==> src/rtl/fpsr_pkg.sv <==
package fpsr_pkg;
    localparam int XLEN      = 32;
    localparam int NFLG      = 5;
    localparam int NCAUSE    = NFLG + 1;
    localparam int RM_LSB    = 0;
    localparam int RM_W      = 2;
    localparam int FLG_LSB   = RM_LSB + RM_W;
    localparam int EN_LSB    = FLG_LSB + NFLG;
    localparam int CAUSE_LSB = EN_LSB + NFLG;
    localparam int DN_BIT    = CAUSE_LSB + NCAUSE;
    localparam int CAUSE_TO_FLG = CAUSE_LSB - FLG_LSB;
    localparam logic [XLEN-1:0] WR_KEEP = XLEN'((64'd1 << (DN_BIT + 1)) - 64'd1);
    localparam logic [RM_W-1:0] RM_TRUNC = 2'b01;
    localparam logic [11:0] TRAP_CODE = 12'h120;

    typedef struct packed {
        logic [XLEN-1:0] csr;
        logic            trap;
    } fpsr_state_t;
endpackage

==> src/rtl/fpsr_cause_enc.sv <==
module fpsr_cause_enc
    import fpsr_pkg::*;
(
    input  logic [NFLG-1:0]   flags_in,
    input  logic              unimpl_in,
    input  logic [NFLG-1:0]   enables,
    input  logic [NFLG-1:0]   sticky_old,
    output logic [NCAUSE-1:0] cause_new,
    output logic [NFLG-1:0]   sticky_new,
    output logic              trap_hit
);
    logic [NFLG-1:0] hit_vec;

    genvar g;
    generate
        for (g = 0; g < NFLG; g++) begin : g_bit
            assign sticky_new[g] = sticky_old[g] | flags_in[g];
            assign hit_vec[g]    = flags_in[g] & enables[g];
        end
    endgenerate

    assign cause_new = {unimpl_in, flags_in};
    assign trap_hit  = unimpl_in | (|hit_vec);
endmodule

==> src/rtl/fpsr_ctl_dec.sv <==
module fpsr_ctl_dec
    import fpsr_pkg::*;
(
    input  logic [XLEN-1:0] csr,
    output logic            rnd_to_zero,
    output logic            flush_dn
);
    assign rnd_to_zero = (csr[RM_LSB +: RM_W] == RM_TRUNC);
    assign flush_dn    = csr[DN_BIT];
endmodule

==> src/rtl/fpsr_unit.sv <==
module fpsr_unit
    import fpsr_pkg::*;
(
    input  logic            clk,
    input  logic            rst_n,
    input  logic            wr_en,
    input  logic [31:0]     wr_data,
    input  logic [31:0]     wr_mask,
    input  logic            op_valid,
    input  logic [4:0]      op_flags,
    input  logic            op_unimpl,
    output logic [31:0]     rd_data,
    output logic            rnd_to_zero,
    output logic            flush_dn,
    output logic            trap_req,
    output logic [11:0]     trap_code
);
    fpsr_state_t     st_d, st_q;
    logic [NCAUSE-1:0] cause_new;
    logic [NFLG-1:0]   sticky_new;
    logic              trap_hit;
    logic              any_raised;

    fpsr_cause_enc u_enc (
        .flags_in   (op_flags),
        .unimpl_in  (op_unimpl),
        .enables    (st_q.csr[EN_LSB +: NFLG]),
        .sticky_old (st_q.csr[FLG_LSB +: NFLG]),
        .cause_new  (cause_new),
        .sticky_new (sticky_new),
        .trap_hit   (trap_hit)
    );

    fpsr_ctl_dec u_dec (
        .csr         (st_q.csr),
        .rnd_to_zero (rnd_to_zero),
        .flush_dn    (flush_dn)
    );

    assign any_raised = |cause_new;

    always_comb begin
        st_d      = st_q;
        st_d.trap = 1'b0;
        if (op_valid) begin
            st_d.csr[CAUSE_LSB +: NCAUSE] = '0;
            if (any_raised) begin
                st_d.csr[CAUSE_LSB +: NCAUSE] = cause_new;
                st_d.csr[FLG_LSB +: NFLG]     = sticky_new;
                st_d.trap                     = trap_hit;
            end
        end else if (wr_en) begin
            st_d.csr = ((st_q.csr & ~wr_mask) | (wr_data & wr_mask)) & WR_KEEP;
        end
    end

    always_ff @(posedge clk or negedge rst_n) begin
        if (!rst_n) st_q <= '0;
        else        st_q <= st_d;
    end

    assign rd_data   = st_q.csr;
    assign trap_req  = st_q.trap;
    assign trap_code = st_q.trap ? TRAP_CODE : 12'h000;
endmodule

==> config.mk <==
export PLATFORM = sky130hd
export DESIGN_NAME = fpsr_unit
export DESIGN_NICKNAME = d
export VERILOG_FILES = /design/src/rtl/fpsr_pkg.sv /design/src/rtl/fpsr_cause_enc.sv /design/src/rtl/fpsr_ctl_dec.sv /design/src/rtl/fpsr_unit.sv
export SDC_FILE = /design/constraint.sdc
export NUM_CORES = 1
export LEC_CHECK = 0
export ABC_AREA = 1
export BUFFER_PORTS_ARGS = -buffer_cell sky130_fd_sc_hd__buf_4
export CORE_ASPECT_RATIO = 0.9
export CORE_MARGIN = 4
export CORE_UTILIZATION = 34
export CTS_CLUSTER_SIZE = 12
export DETAILED_ROUTE_END_ITERATION = 10
export GPL_TIMING_DRIVEN = 1
export MAX_ROUTING_LAYER = met4
export PLACE_DENSITY = 0.76
export SYNTH_ARGS = -nofsm -noshare
export SYNTH_HDL_FRONTEND = slang
export SYNTH_HIERARCHICAL = 1
export SYNTH_SLANG_ARGS = --single-unit
==> constraint.sdc <==
create_clock -name clk -period 1.07 [get_ports clk]
set_clock_uncertainty 0.2 [all_clocks]
set_input_delay 0.1605 -clock clk [delete_from_list [all_inputs] [get_ports clk]]
set_output_delay 0.1605 -clock clk [all_outputs]
set_load 0.005 [all_outputs]
==> results of run 1 <==
-- kinds of logic (layout without fill, tap and decap cells) --
family	count (synthesis)	after routing	synth area share, %
AND/OR/NAND/NOR	112	112	33.9
flip-flops	20	20	36.1
other	1	23	0.270
buffers and inverters	52	142	23.4
AO/OA/AOI/OAI	15	15	6.32
-- power groups by stage --
stage / sequential (mW) / clock (mW) / combinational, mW
after floorplan: 0.952 / 0 / 0.342
after global routing: 0.963 / 0.537 / 1.15
after CTS: 0.943 / 0.508 / 0.997
after global placement: 0.938 / 0 / 0.772
final: 0.950 / 0.484 / 1.04
after detailed placement: 0.939 / 0 / 0.789
-- per-layer routing --
metal	wire [um]	up-vias
li1	-	794
met1	1670	655
met2	2090	65
met3	355	2
met4	19	0
met5	0	-
-- layout by cell type, fill, tap and decap left out, drive strengths merged --
cell / n
dlygate4sd3: 17
nand2: 73
inv: 17
nor2: 12
clkbuf: 3
dfrtp: 20
o211ai: 5
dlymetal6s4s: 2
or2: 5
o21ai: 10
buf: 103
conb: 23
nand3: 22
-- critical path: stages, from the launching register on --
cell     delay (ps)
dfrtp_1         420
inv_2            70
nor2_2           30
buf_4           130
-- metrics by stage --
step / worst slack (ps) / power, mW / cells / hold WS (ps)
detailed placement: -95.4 / 1.73 / 329 / -139
global route: -248 / 2.65 / 358 / 48.3
CTS: -187 / 2.45 / 356 / 42.2
global placement: -90.3 / 1.71 / 329 / -144
finish: -200 / 2.48 / 358 / 30.0
floorplan: -55.8 / 1.29 / 222 / -335
-- final cells by class --
type | count | area [um2]
inverter | 17 | 63.8
fill | 340 | 1400
tap | 46 | 57.6
clock buffer | 3 | 41.3
timing repair buffer | 122 | 1100
multi-input combinational | 150 | 669
sequential | 20 | 500
-- timing repair --
item | 4_1_cts | 5_1_grt
hold endpoints to repair | 29 | 0
gates resized for setup | 35 | 15
buffers inserted | 7 | 2
setup endpoints to repair | 29 | 37
hold buffers | 19 | 0
pin swaps | 10 | 6
-- worst paths after layout --
| kind | end | slack, ps | depth (start not counted) |
|---|---|---|---|
| worst max-delay path | rnd_to_zero | -200 | 3 |
| worst min-delay path | rd_data[15] | 30 | 4 |
| worst max register to register | rd_data[4] | -190 | 6 |
| worst min register to register | flop | 330 | 2 |
| max in group asynchronous | asynchronous set/reset pin | 330 | 2 |
| min in group asynchronous | rd_data[13] | 130 | 2 |
-- synthesized netlist by cell type --
| master | n |
|---|---|
| o21ai_1 | 3 |
| nor2_1 | 10 |
| nor2_2 | 1 |
| dfrtp_1 | 20 |
| buf_4 | 32 |
| nor2_4 | 1 |
| buf_6 | 1 |
| o211ai_1 | 5 |
| o21ai_0 | 7 |
| inv_2 | 1 |
| nand3_1 | 22 |
| inv_1 | 16 |
| or2_1 | 5 |
| conb_1 | 1 |
| clkbuf_1 | 1 |
| buf_2 | 1 |
| nand2_1 | 73 |
==> metrics, run 1 <==
failing checks=setup timing; post-layout instance area=2440 um2; Die W=75.3 um; clock share of power=19.5%; worst setup margin=-200 ps; die footprint=5160 um2; Final Util=63.5%; r2r startpoint=rd_data[4]; total core area=approximately 3800 um2; clk slew on worst S/H paths=around 70 ps; max_cap viols=0; Sw Ratio=28.7%; Routability Congestion=just over 0.8; Area contributors post-synth=dfrtp_1 (36%), nand2_1 (20%), buf_4 (17%); antenna-violating nets left=0; critical path startpoint category=flop; CTS tree=yes; Clock Path Buffers=2; met1 usage=19.2%; # nets final=388; Post-Place Cell Area=2000 um2; Pwr Density=1020 nW/um2; Crit Path Max Fanout=3; synthesized area=1390 um2; Avg Vias per Cell=approximately 4.2; Yosys top cell area share=36.1%; Num CTS Buffers=3; Worst Hold Launch=wr_mask[15]; status=finished with violations; Synth cell types=17; drc violations=0; Critical Path RT=710 ps; most used routing layer in global routing=met2; Max Slew Vio Count=0; Layout area overhead=75.8%; Seq/Total Area, Yosys=around 36%; Synth Register Bits=20; Max IR drop VDD=0.000745 V; CTS Root Cell=clkbuf_8; M2 GR Usage=29.3%; Comb power frac=42.1%; vias in the first global route=between 1,000 and 1,500; highest clock rate=788 MHz; diode count=0; layout cell share with drive strength beyond 1=37.5%; internal power=1.77 mW; Setup Crit Path Kind=flop to output pin; Static Leak=roughly 1.3 nW; starting DRC count in detailed routing=30; Starting Density=36.1%; critical path arrival=910 ps; cell taking the most area after synthesis=dfrtp_1; grt total ovfl=0; first-pass GRT wire length=6.33 mm; Critical Path Sink Type=output pin; Port Buf Inserts=71; Worst Hold Class=input pin to flop; Final min period=1270 ps; # IOs=121; Cells after Synth=200; setup_tns=-3070 ps; Reg power frac=38.4%; WL final=4.14 mm; dpl hpwl=3.00 mm; largest net degree at the start of global routing=21; first drt pass iteration count=4; final period utilization=119%; Clock Latency Late Sink=250 ps; RSZ-0062 raised after global routing=yes; Hold Vio Cnt, Final=0; antenna violations before repair=0; CTS H-tree depth=1; Die Y-Extent=68.6 um; Setup violations, final=30; GRT Util Overall=between 15 and 20%; row count=21; syn avg cell area=6.93 um2; Vias=~1,500; TritonCTS Sinks=20; warnings from Yosys=6; Wirelength per Cell=11.6 um; Switch Pwr=0.711 mW; met3 usage=3.77%
No activity file was read; power rests on OpenSTA's default activity.
==> inputs of run 2 (changes only) <==
- ABC_AREA: 1 -> default
- CORE_UTILIZATION: 34 -> 33
==> run 2 against run 1 <==
Effect of this change: area after synthesis is 5.7% lower; critical path type unchanged; fmax shrank 0.99%; the flow finishes with violations (hold timing, setup timing); worst setup slack worse by 13 ps; critical endpoint is now rd_data[4]; critical path depth down 1; die area fell by 2.5%.
==> metrics, run 2 <==
Final Util=59.0% (was 63.5%); diode count=0 (unchanged); Num CTS Buffers=3 (unchanged); Comb power frac=35.8% (was 42.1%); dpl hpwl=3.04 mm (was 3.00 mm); Critical Path RT=710 ps (about the same); Vias=1,294 (was 1,516); most instantiated library cell after synthesis=buf_4 (was nand2_1); Max Slew Vio Count=0 (unchanged); reg2reg path depth=3 (was 6); Setup Crit Path Kind=flop to output pin (unchanged); vias in the first global route=1,261 (was 1,470); synthesized area=1310 um2 (was 1390 um2); Hold Vio Cnt, Final=10 (was 0); Static Leak=1.12 nW (was 1.35 nW); clock share of power=28.3% (was 19.5%); Crit path top cell by count=buf_6; Worst Hold Launch=wr_data[18] (was wr_mask[15]); Clock Latency Late Sink=270 ps (was 250 ps); failing checks=hold timing, setup timing (was setup timing); Starting Density=34.8% (was 36.1%); Worst Hold Class=input pin to flop (unchanged); Sw Ratio=25.4% (was 28.7%); warnings from Yosys=6 (unchanged); Routability Congestion=0.855 (was 0.820); Yosys top cell area share=38.3% (was 36.1%); worst hold path depth=2 (was 4); CTS tree=yes (unchanged); Max stage delay cell, worst path=dfrtp_1 (unchanged); CTS Root Cell=clkbuf_8 (unchanged); layout cell share with drive strength beyond 1=55.9% (was 37.5%); final period utilization=120% (was 119%); GRT Util Overall=16.0% (was 16.4%); worst reg2reg path endpoint=rd_data[4] (unchanged); Crit Path Max Fanout=3 (unchanged); antenna violations before repair=0 (unchanged); Fillers=325 (was 340); r2r startpoint=rd_data[4] (unchanged); hold-fix buffer count after cts=1 (was 19); CTS H-tree depth=1 (unchanged); Final min period=1280 ps (was 1270 ps); starting DRC count in detailed routing=57 (was 30); ys flop type=dfrtp_1 (unchanged); hold_ws=-80.3 ps (was 30.0 ps); drc violations=0 (unchanged); Layout area overhead=69.6% (was 75.8%); syn avg cell area=9.34 um2 (was 6.93 um2); overall power=2.70 mW (was 2.48 mW); WL final=3.94 mm (was 4.14 mm); Synth Register Bits=20 (unchanged); Max stage delay on crit path=420 ps (about the same); # nets final=304 (was 388); Critical Path Sink Type=output pin (unchanged); most common cell after layout, fill and taps aside=buf_4 (was nand2_1); max_cap viols=0 (unchanged); Clock Path Buffers=2 (unchanged); die footprint=5030 um2 (was 5160 um2); TritonCTS Sinks=20 (unchanged); crit-path cells=buf_6 -> buf_6 (was inv_2 -> nor2_2 -> buf_4); Max IR drop VDD=0.000790 V (was 0.000745 V); Wirelength per Cell=14.3 um (was 11.6 um); Reg power frac=35.9% (was 38.4%); antenna-violating nets left=0 (unchanged); Die Y-Extent=67.7 um (was 68.6 um); first drt pass iteration count=4 (unchanged); Reg2Reg Setup Slack=-170 ps (was -190 ps); critical path startpoint category=flop (unchanged); highest clock rate=780 MHz (was 788 MHz); critical path arrival=920 ps (was 910 ps); Avg Vias per Cell=4.71 (was 4.23); RSZ-0062 raised after global routing=yes (unchanged); top cells by count, synth=buf_4 (32), nand2_1 (21), dfrtp_1 (20) (was nand2_1 (73), buf_4 (32), nand3_1 (22)); Multi-input gate area=711 um2 (was 669 um2); Setup violations, final=36 (was 30); # IOs=121 (unchanged); grt total ovfl=0 (unchanged); Storage cell area=500 um2 (unchanged); Switch Pwr=0.684 mW (was 0.711 mW); EDFF count, synth=0 (unchanged); cell taking the most area after synthesis=dfrtp_1 (unchanged); total core area=3760 um2 (was 3840 um2); worst setup margin=-212 ps (was -200 ps); Port Buf Inserts=71 (unchanged); Synth cell types=26 (was 17); internal power=2.01 mW (was 1.77 mW); most frequent cells in the layout=buf_4 (64), buf_6 (34), conb_1 (23), dfrtp_1 (20), nand2_1 (13) (was nand2_1 (71), buf_4 (69), buf_6 (33), conb_1 (23), nand3_1 (22)); clk slew on worst S/H paths=80 ps (was 70 ps); row count=21 (unchanged); Die W=74.4 um (was 75.3 um); Async SR Flop Fraction=100% (unchanged); largest net degree at the start of global routing=21 (unchanged); status=finished with violations (unchanged); Area contributors post-synth=dfrtp_1 (38%), buf_4 (18%), mux2_2 (6.9%) (was dfrtp_1 (36%), nand2_1 (20%), buf_4 (17%)); first-pass GRT wire length=5.91 mm (was 6.33 mm); Pwr Density=1220 nW/um2 (was 1020 nW/um2); Seq/Total Area, Yosys=38.3% (was 36.1%); Cells after Synth=140 (was 200)
-- run 2: kinds of logic (layout without fill, tap and decap cells) --
kind of cell	Yosys count	in the layout	share of synthesized area, %
mux	15	15	12.2
compound gates	28	28	14.3
other cells	1	23	0.287
buf+inv	37	104	19.9
flops	20	20	38.3
simple gates	39	39	15.0
-- run 2: layout make-up --
class,instances,share of cell area (%)
Multi-Input combinational cell,105,32.1
Timing Repair Buffer,99,39.4
Clock inverter,1,1.35
Clock buffer,3,1.86
Inverter,1,0.169
Sequential cell,20,22.6
Tap cell,46,2.60
-- run 2: metal layers --
layer / vias to the layer above / track usage [%] / routed length, um
li1: 611 / - / -
met1: 612 / 18.5 / 1480
met2: 67 / 28.5 / 2100
met3: 4 / 3.57 / 324
met4: 0 / 3.33 / 36
met5: - / - / 0
-- run 2: power by group through the flow --
stage                     clock, mW  combinational (mW)  sequential [mW]
after floorplan                   0               0.372            0.958
after global placement            0               0.734            0.958
after detailed placement          0               0.747            0.963
after CTS                     0.791               0.935            0.963
after global routing          0.828                1.04            0.987
final                         0.764               0.965            0.968
-- run 2: worst max-delay path, delay by kind of cell, from the launching register on --
kind / cells / cell delay (ps)
buffers and inverters: 2 / 230
flip-flops: 1 / 420
-- run 2: worst max-delay path by stage --
| stage | startpoint | end | slack (ps) | cells past startpoint |
|---|---|---|---|---|
| final | rd_data[4] | rd_data[4] | -210 | 2 |
| after floorplan | op_flags[3] | rd_data[5] | -320 | 4 |
| after CTS | rd_data[2] | rd_data[2] | -210 | 2 |
| after global routing | rd_data[4] | rd_data[4] | -240 | 2 |
| after global placement | op_flags[3] | rd_data[5] | -370 | 4 |
| after detailed placement | op_flags[3] | rd_data[5] | -390 | 4 |
-- run 2: metrics by stage --
stage	instances	setup TNS, ps	setup slack (ps)	area (um2)
after global placement	261	-3760	-370	1910
final	275	-3400	-212	2220
after detailed placement	261	-4170	-387	1910
after global routing	275	-4870	-244	2220
after CTS	273	-3500	-213	2180
after floorplan	162	-2060	-324	1450
-- run 2: repair_timing --
item,4_1_cts,5_1_grt
setup buffers,7,2
endpoints found under the hold margin,29,8
resized for setup,39,7
setup endpoints to repair,31,35
cloned,0,0
pin swaps,5,4
==> inputs of run 3 (changes only) <==
- RECOVER_POWER: default -> 50
==> run 3 against run 2 <==
Effect of this change: the flow still finishes with violations (hold timing, setup timing); worst hold slack unchanged; critical path depth stayed put; non-clock buffer count is the same; largest cell class unchanged; flip-flop and latch count is the same; combinational power hardly changed; sequential share of layout area hardly changed.
==> metrics, run 3 (synthesis results as in run 2) <==
status=finished with violations (unchanged); failing checks=hold timing, setup timing (unchanged); Max IR drop VDD=0.000790 V (about the same); Num CTS Buffers=3 (unchanged); final period utilization=120% (unchanged); cell family contributing the most delay on the critical path=flip-flops (unchanged); Static Leak=1.12 nW (about the same); critical path arrival=920 ps (about the same); Worst Hold Class=input pin to flop (unchanged); Comb power frac=35.8% (about the same); first drt pass iteration count=4 (unchanged); row count=21 (unchanged); Hold Vio Cnt, Final=10 (unchanged); GRT Util Overall=16.0% (unchanged); dpl hpwl=3.04 mm (unchanged); Die Y-Extent=67.7 um (unchanged); Post-Place Cell Area=1910 um2 (unchanged); WL final=3.94 mm (about the same); drc violations=0 (unchanged); worst reg2reg path endpoint=rd_data[4] (unchanged); Setup violations, final=36 (unchanged); Setup Crit Path Kind=flop to output pin (unchanged); crit-path cells=buf_6 -> buf_6 (unchanged); Final min period=1280 ps (unchanged); post-layout instance area=2210 um2 (was 2220 um2); worst setup margin=-212 ps (unchanged); critical path startpoint category=flop (unchanged); clock share of power=28.3% (about the same); max_cap viols=0 (unchanged); Bufs and invs on worst path=2 (unchanged); clk slew on worst S/H paths=80 ps (about the same); CTS H-tree depth=1 (unchanged); Clock Latency Late Sink=270 ps (about the same); Die W=74.4 um (unchanged); Reg2Reg Setup Slack=-170 ps (about the same); die footprint=5030 um2 (unchanged); Wirelength per Cell=14.3 um (about the same); Critical Path RT=710 ps (about the same); hold-fix buffer count after cts=1 (unchanged); Routability Congestion=0.855 (unchanged); Reg power frac=35.9% (about the same); Vias=1,294 (unchanged); layout cell share with drive strength beyond 1=55.9% (unchanged); Switch Pwr=0.684 mW (about the same); Pwr Density=1220 nW/um2 (about the same); Critical Path Sink Type=output pin (unchanged); starting DRC count in detailed routing=57 (unchanged); Starting Density=34.8% (unchanged); # IOs=121 (unchanged); first-pass GRT wire length=5.91 mm (unchanged); Layout area overhead=69.4% (was 69.6%); vias in the first global route=1,261 (unchanged); antenna violations before repair=0 (unchanged); largest net degree at the start of global routing=21 (unchanged); antenna-violating nets left=0 (unchanged); CTS tree=yes (unchanged); Final Util=58.9% (was 59.0%); # nets final=304 (unchanged); CP startpoint=rd_data[4] (unchanged); most common cell after layout, fill and taps aside=buf_4 (unchanged); Max Slew Vio Count=0 (unchanged); Worst Hold Launch=wr_data[18] (unchanged); Port Buf Inserts=71 (unchanged); worst hold path depth=2 (unchanged); Avg Vias per Cell=4.71 (unchanged); highest clock rate=780 MHz (unchanged); internal power=2.01 mW (about the same); Max stage delay cell, worst path=dfrtp_1 (unchanged); Max stage delay on crit path=420 ps (about the same); hold_ws=-80.3 ps (unchanged); CTS Root Cell=clkbuf_8 (unchanged); Crit path top cell by count=buf_6 (unchanged); Fillers=324 (was 325); Clock Path Buffers=2 (unchanged); reg2reg path depth=3 (unchanged); Sw Ratio=25.4% (about the same); total core area=3760 um2 (unchanged); grt total ovfl=0 (unchanged); TritonCTS Sinks=20 (unchanged); most frequent cells in the layout=buf_4 (63), buf_6 (34), conb_1 (23), dfrtp_1 (20), nand2_1 (13) (was buf_4 (64), buf_6 (34), conb_1 (23), dfrtp_1 (20), nand2_1 (13)); RSZ-0062 raised after global routing=yes (unchanged); r2r startpoint=rd_data[4] (unchanged); Crit Path Max Fanout=3 (unchanged); diode count=0 (unchanged)
==> run 3: power groups by stage <==
stage | Sequential (mW) | Combinational (mW) | Clock, mW
floorplan | 0.958 | 0.372 | 0
global placement | 0.958 | 0.734 | 0
detailed placement | 0.963 | 0.747 | 0
CTS | 0.963 | 0.935 | 0.791
global route | 0.987 | 1.04 | 0.828
finish | 0.968 | 0.964 | 0.764
==> run 3: worst reg2reg max path, cell delays in order (launching register included) <==
cell	delay (ps)
dfrtp_1	420
a21boi_2	170
a311oi_1	270
a31oi_1	60
==> run 3: routing by layer <==
layer / part of all wire (%) / up-vias / global-route usage [%]
li1: - / 611 / -
met1: 38 / 612 / 18.5
met2: 53 / 67 / 28.5
met3: 8.2 / 4 / 3.57
met4: 0.91 / 0 / 3.33
met5: 0 / - / -
==> run 3: cell type report <==
class / count / area [um2] / share of cell area [%]
tap: 46 / 57.6 / 2.60
inverter: 1 / 3.75 / 0.169
multi-input combinational: 105 / 711 / 32.1
clock inverter: 1 / 30.0 / 1.36
clock buffer: 3 / 41.3 / 1.86
sequential: 20 / 500 / 22.6
timing repair buffer: 99 / 871 / 39.3
==> run 3: worst max-delay path by stage <==
stage,end,cells after the start
2_1_floorplan,rd_data[5],4
3_3_place_gp,rd_data[5],4
3_5_place_dp,rd_data[5],4
4_1_cts,rd_data[2],2
5_1_grt,rd_data[4],2
6_report,rd_data[4],2
==> run 3: metrics by stage <==
| step | setup WS, ps | power, mW | TNS, ps | std cells |
|---|---|---|---|---|
| CTS | -213 | 2.69 | -3500 | 273 |
| detailed placement | -387 | 1.71 | -4170 | 261 |
| finish | -212 | 2.70 | -3400 | 275 |
| floorplan | -324 | 1.33 | -2060 | 162 |
| global placement | -370 | 1.69 | -3760 | 261 |
| global route | -244 | 2.86 | -4870 | 275 |
==> run 3: repair_timing <==
action | 4_1_cts | 5_1_grt
hold endpoints to repair | 29 | 8
setup buffers | 7 | 2
pin swaps | 5 | 4
setup endpoints to repair | 31 | 35
resized for setup | 39 | 7
